## src/rtl/ctl_regport_pkg.sv

```systemverilog
package ctl_regport_pkg;
  localparam int FRAME_W = 16;
  localparam int DATA_W  = 8;
  localparam int IDX_W   = 5;
  localparam int CNT_W   = $clog2(FRAME_W + 2);
  localparam logic [1:0] DEV_ID = 2'b01;

  typedef struct packed {
    logic [1:0]       dev;
    logic             dir_wr;
    logic [IDX_W-1:0] idx;
    logic [DATA_W-1:0] val;
  } ctl_frame_t;
endpackage

```

## src/rtl/ctl_sync.sv

```systemverilog
module ctl_sync #(
  parameter int         W       = 1,
  parameter int         STAGES  = 2,
  parameter logic [W-1:0] RST_VAL = '0
) (
  input  logic         clk,
  input  logic         rst_n,
  input  logic [W-1:0] d_i,
  output logic [W-1:0] q_o
);
  logic [STAGES-1:0][W-1:0] stg;

  always_ff @(posedge clk or negedge rst_n) begin
    if (!rst_n) begin
      stg <= {STAGES{RST_VAL}};
    end else begin
      stg[0] <= d_i;
      for (int s = 1; s < STAGES; s++) stg[s] <= stg[s-1];
    end
  end

  assign q_o = stg[STAGES-1];
endmodule

```

## src/rtl/ctl_frame_rx.sv

```systemverilog
module ctl_frame_rx
  import ctl_regport_pkg::*;
#(
  parameter int NUM_REGS = 8
) (
  input  logic              clk,
  input  logic              rst_n,
  input  logic              mclk_ok,
  input  logic              cs_s,
  input  logic              sclk_s,
  input  logic              sdi_s,
  output logic              wr_en,
  output logic [IDX_W-1:0]  wr_idx,
  output logic [DATA_W-1:0] wr_val
);
  localparam logic [CNT_W-1:0] CNT_FULL = CNT_W'(FRAME_W);
  localparam logic [CNT_W-1:0] CNT_OVF  = CNT_W'(FRAME_W + 1);

  logic               cs_q, sclk_q;
  logic [FRAME_W-1:0] shreg;
  logic [CNT_W-1:0]   cnt;
  ctl_frame_t         fr;
  logic               sclk_rise, cs_rise, cs_fall, in_range, commit_ok;

  assign sclk_rise = sclk_s & ~sclk_q;
  assign cs_rise   = cs_s & ~cs_q;
  assign cs_fall   = ~cs_s & cs_q;
  assign fr        = ctl_frame_t'(shreg);
  assign in_range  = {1'b0, fr.idx} < (IDX_W + 1)'(NUM_REGS);
  assign commit_ok = (cnt == CNT_FULL) && (fr.dev == DEV_ID) && fr.dir_wr
                     && in_range && mclk_ok;

  always_ff @(posedge clk or negedge rst_n) begin
    if (!rst_n) begin
      cs_q   <= 1'b1;
      sclk_q <= 1'b1;
      shreg  <= '0;
      cnt    <= '0;
      wr_en  <= 1'b0;
      wr_idx <= '0;
      wr_val <= '0;
    end else begin
      cs_q   <= cs_s;
      sclk_q <= sclk_s;
      wr_en  <= 1'b0;
      if (cs_fall) begin
        cnt <= '0;
      end else if (!cs_s && sclk_rise) begin
        shreg <= {shreg[FRAME_W-2:0], sdi_s};
        if (cnt != CNT_OVF) cnt <= cnt + 1'b1;
      end
      if (cs_rise && commit_ok) begin
        wr_en  <= 1'b1;
        wr_idx <= fr.idx;
        wr_val <= fr.val;
      end
    end
  end

  AST_ONE_COMMIT_PER_FRAME: assert property (@(posedge clk) disable iff (!rst_n)
    wr_en |=> !wr_en);
  AST_MCLK_GATES_WRITE: assert property (@(posedge clk) disable iff (!rst_n)
    wr_en |-> $past(mclk_ok));
endmodule

```

## src/rtl/ctl_regbank.sv

```systemverilog
module ctl_regbank
  import ctl_regport_pkg::*;
#(
  parameter int                         NUM_REGS = 8,
  parameter logic [NUM_REGS*DATA_W-1:0] DEFAULTS = '0
) (
  input  logic                       clk,
  input  logic                       rst_n,
  input  logic                       wr_en,
  input  logic [IDX_W-1:0]           wr_idx,
  input  logic [DATA_W-1:0]          wr_val,
  output logic [NUM_REGS*DATA_W-1:0] regs_o
);
  for (genvar g = 0; g < NUM_REGS; g++) begin : g_reg
    logic [DATA_W-1:0] r;
    always_ff @(posedge clk or negedge rst_n) begin
      if (!rst_n)                                   r <= DEFAULTS[g*DATA_W +: DATA_W];
      else if (wr_en && wr_idx == IDX_W'(g))        r <= wr_val;
    end
    assign regs_o[g*DATA_W +: DATA_W] = r;
  end

  AST_IDX_IN_RANGE: assert property (@(posedge clk) disable iff (!rst_n)
    wr_en |-> ({1'b0, wr_idx} < (IDX_W + 1)'(NUM_REGS)));
  AST_HOLD_WITHOUT_WRITE: assert property (@(posedge clk) disable iff (!rst_n)
    !wr_en |=> $stable(regs_o));
endmodule

```

## src/rtl/ctl_serial_regport.sv

```systemverilog
module ctl_serial_regport
  import ctl_regport_pkg::*;
#(
  parameter int                         NUM_REGS = 8,
  parameter logic [NUM_REGS*DATA_W-1:0] DEFAULTS = 64'h0000_0000_0000_0203,
  parameter int                         RUN_REG  = 0,
  parameter int                         RUN_BIT  = 0,
  parameter int                         SYNC_STG = 2
) (
  input  logic                       clk,
  input  logic                       pdn_n,
  input  logic                       mclk_ok,
  input  logic                       cs_n,
  input  logic                       sclk,
  input  logic                       sdi,
  output logic [NUM_REGS*DATA_W-1:0] regs_o,
  output logic                       timing_run_o
);
  logic [2:0]        line_s;
  logic              wr_en;
  logic [IDX_W-1:0]  wr_idx;
  logic [DATA_W-1:0] wr_val;

  ctl_sync #(.W(3), .STAGES(SYNC_STG), .RST_VAL(3'b110)) u_sync (
    .clk(clk), .rst_n(pdn_n), .d_i({cs_n, sclk, sdi}), .q_o(line_s)
  );

  ctl_frame_rx #(.NUM_REGS(NUM_REGS)) u_rx (
    .clk(clk), .rst_n(pdn_n), .mclk_ok(mclk_ok),
    .cs_s(line_s[2]), .sclk_s(line_s[1]), .sdi_s(line_s[0]),
    .wr_en(wr_en), .wr_idx(wr_idx), .wr_val(wr_val)
  );

  ctl_regbank #(.NUM_REGS(NUM_REGS), .DEFAULTS(DEFAULTS)) u_bank (
    .clk(clk), .rst_n(pdn_n), .wr_en(wr_en), .wr_idx(wr_idx),
    .wr_val(wr_val), .regs_o(regs_o)
  );

  assign timing_run_o = regs_o[RUN_REG*DATA_W + RUN_BIT];

  AST_COMMIT_AFTER_SELECT_HIGH: assert property (@(posedge clk) disable iff (!pdn_n)
    wr_en |-> $past(cs_n));
endmodule

```

## config.mk

```make
export PLATFORM = sky130hd
export DESIGN_NAME = ctl_serial_regport
export DESIGN_NICKNAME = d
export VERILOG_FILES = /design/src/rtl/ctl_regport_pkg.sv /design/src/rtl/ctl_sync.sv /design/src/rtl/ctl_frame_rx.sv /design/src/rtl/ctl_regbank.sv /design/src/rtl/ctl_serial_regport.sv
export SDC_FILE = /design/constraint.sdc
export NUM_CORES = 1
export LEC_CHECK = 0
export CAP_MARGIN = 20
export CORE_ASPECT_RATIO = 0.75
export CORE_UTILIZATION = 52
export DETAILED_ROUTE_END_ITERATION = 7
export GPL_ROUTABILITY_DRIVEN = 0
export HOLD_SLACK_MARGIN = 0.03
export PLACE_DENSITY_LB_ADDON = 0.15
export SLEW_MARGIN = 20
export SYNTH_ARGS = -nofsm -noshare
export SYNTH_HDL_FRONTEND = slang
export SYNTH_SLANG_ARGS = --single-unit
```

## constraint.sdc

```tcl
create_clock -name clk -period 2.26 [get_ports clk]
set_input_delay 0.452 -clock clk [delete_from_list [all_inputs] [get_ports clk]]
set_output_delay 0.452 -clock clk [all_outputs]
set_load 0.03 [all_outputs]
```

==> results.toml, run 1 <==
[logic_synthesis]
synth_edf_count = 0
synth_top_area_share_pct = 59.9
synthFlopType = "dfrtp_1"
synth_seq_cells = 107
ys_warn_count = 0
synth_area_per_cell_um2 = 16.2
synth_nets = 262
yosysMostFrequentCell = "dfrtp_1"
ys_top_cells_by_count = "dfrtp_1, mux2_2, nand2_1"
synth_top_cells_by_area = "dfrtp_1, mux2_2, dfstp_2"
syn_area_mm2 = 0.00410
ys_seq_area_share_pct = 65.7
synthArstFlopShare_pct = 100
synth_cells = 253
ys_types = 29
synth_area_leader_cell = "dfrtp_1"

[placement]
placed_area_mm2 = 0.00491
hpwlAfterDp_um = 5110
io_buffers = 70

[sta]
finalHoldViolCount = 0
fin_crit_sh_pct = 89.9
fin_tns_setup_ns = 0
max_freq_ghz = 0.492
rsz0062_at_grt = "false"
finClkSkew_ns = 0.0107
period_needed_ns = 2.03
worstMarginPinSlew_ns = 0.695
maxSlewHeadroom_pct = 53.1
setup_viol = 0
drv_slew = 0
whs_ns = 0.130

[clocking]
clockBufferDepth = 2
clkLatencyLatePin_ns = 0.37
cts_sinks = 107
cts_tree = "built"
post-cts-setup-buffers = 0
clkTransAtPathRegs_ns = 0.09
cts.hold.buffers_added = 0
cts_inserted_buffers = 9
htreeDepth = 3
cts-resized-gates = 0
cts-root-buf = "clkbuf_8"

[cells_and_area]
fillCellCount = 545
insertedDiodeCount = 0
utilization_pct = 68.1
syn_to_final_growth_pct = 24.2
fin_nets = 339
drive_above_1_share_pct = 36.4
final_cell_area_mm2 = 0.00509

[worst_setup_path]
regToRegSetupSlack_ns = 0.39
end_kind = "output pin"
crit_chain = "clkdlybuf4s50_1"
reg2reg_depth = 3
crit_family = "buffers and inverters"
crit_cells = 1
critPathLaunchType = "flop"
slowest_delay_ns = 0.67
cpMaxStageDelayCell = "clkdlybuf4s50_1"
r2r_start = "u_sync.q_o[1]"
cp.arrival_ns = 1.58
path_max_fanout = 3
cp_data_required_time_ns = 1.81
crit_start = "u_bank.g_reg[0].r[0]"
worst-path-buf-inv = 1
r2r-end = "u_rx.fr[4]"
crit_type = "reg2out"
cp-endpoint = "timing_run_o"

[die]
core_area_mm2 = 0.00747
dieArea_mm2 = 0.00824
ios = 71
initial_utilization_pct = 54.9
die_x_um = 104
die_h_um = 78.9
row_count = 27

[power]
swShare_pct = 22.9
p_int_mw = 2.44
power_density_mw_per_mm2 = 623
finalPower_mw = 3.17
p_sw_mw = 0.725
p_seq_share_pct = 63.1
combPwrFrac_pct = 3.4
ir_worst_vdd_v = 0.000384
pwr-share-clk_pct = 33.5
p_leak_nw = 2.43

[global_route]
grt_pass1_wl_um = 12700
grt_max_degree = 108
grt_overflow_total = 0
antenna_found_initial = 0
grt_pass1_vias = 2462
grt_usage_pct = 20.6

[route]
vias = 2344
viasPerCell = 5.38
drc = 0
ant_nets = 0
finalWirelength_um = 7580
drtPass1Iterations = 4
drt_iter0_markers = 61
wire_per_inst_um = 17.4

[run_status]
status = "finished, final reports clean"

[hold_path]
hold_path.class = "in2async"

[job]
cap_viol_max_count = 0
worst min-delay path by stage:
stage                   from                    to  slack (ns)  depth (start not counted)
3_3_place_gp   u_sync.stg[0]         u_sync.q_o[0]        0.33                          0
2_1_floorplan          pdn_n  u_bank.g_reg[0].r[2]        0.16                          0
6_report               pdn_n  u_bank.g_reg[4].r[2]        0.13                          2
5_1_grt                pdn_n  u_bank.g_reg[4].r[1]        0.17                          2
4_1_cts                pdn_n  u_bank.g_reg[4].r[2]        0.15                          2
3_5_place_dp   u_sync.stg[0]         u_sync.q_o[0]        0.34                          0
power groups by stage:
stage / combinational (mW) / clock, mW / sequential (mW)
2_1_floorplan: 0.0535 / 0 / 2.02
3_3_place_gp: 0.106 / 0 / 2.03
3_5_place_dp: 0.110 / 0 / 2.04
4_1_cts: 0.112 / 1.10 / 2.00
5_1_grt: 0.123 / 1.15 / 2.01
6_report: 0.108 / 1.06 / 2.00
placed cells by master, fill, tap and decap left out:
cell type,n
nor4bb_1,1
nor3b_1,2
inv_1,3
nor2_8,1
o211ai_1,1
nand4b_2,1
mux2_2,91
clkbuf_8,10
clkdlybuf4s50_1,69
clkinvlp_4,4
nand2_1,10
nand4bb_1,1
clkinv_4,1
buf_4,2
dfstp_2,9
a21oi_1,4
ha_1,3
nor2_1,1
nand2b_1,1
and4bb_1,1
or3b_1,1
clkbuf_1,1
and2_1,2
and3_1,2
nor2b_1,3
o21ai_0,3
or3_1,4
and4bb_2,1
nand3_1,1
o31ai_1,1
dfrtp_1,98
nor4b_2,1
buf_12,1
worst reg2reg max path, delay by kind of cell (launching register included):
kind	cells	cell delay (ns)
flip-flops	1	0.55
AND/OR/NAND/NOR	2	0.83
multiplexers	1	0.38
sequential cells by signal (all words and copies together) (netlist names):
| register | flops |
|---|---|
| u_rx.wr_en | 1 |
| u_rx.cnt | 5 |
| u_rx.wr_val | 8 |
| u_rx.sclk_q | 1 |
| u_bank.g.r | 64 |
| u_rx.wr_idx | 5 |
| u_sync.q_o | 3 |
| u_sync.stg | 3 |
| u_rx.fr | 16 |
| u_rx.cs_q | 1 |
routing by layer:
| metal | share of wire [%] | up-vias | global-route usage (%) |
|---|---|---|---|
| li1 | - | 1059 | - |
| met1 | 47 | 1220 | 27.9 |
| met2 | 46 | 53 | 31.7 |
| met3 | 5.0 | 12 | 5.83 |
| met4 | 1.7 | 0 | 8.57 |
| met5 | 0 | - | 0 |
logic make-up after synthesis:
logic type	count (synthesis)	synth area share (%)
flops	107	65.7
mux	91	25.0
simple gates	34	5.90
compound gates	9	1.22
buf+inv	9	1.28
fa+ha+maj	3	0.917
layout make-up:
cell class,instances,area (µm²),area share (%)
Clock buffer,11,141,2.78
Inverter,3,11.3,0.221
Multi-Input combinational cell,137,1350,26.6
Tap cell,101,126,2.48
Timing Repair Buffer,72,726,14.3
Clock inverter,5,38.8,0.763
Sequential cell,107,2690,52.9
metrics by stage:
stage | cells | worst slack (ns)
2_1_floorplan | 253 | 0.526
3_3_place_gp | 420 | 0.428
3_5_place_dp | 420 | 0.405
4_1_cts | 436 | 0.207
5_1_grt | 436 | 0.186
6_report | 436 | 0.229
Note: power is estimated with default switching activity, not from simulation.
==> inputs of run 2 (changes only) <==
- CAP_MARGIN: 20 -> not set
==> results of run 2 <==
Same layout as run 1: the final DEF is identical, and so are final timing and power.
==> inputs of run 3 (changes only) <==
- SKIP_LAST_GASP: not set -> 1
==> results of run 3 <==
Same layout as run 1: the final DEF is identical, and so are final timing and power.
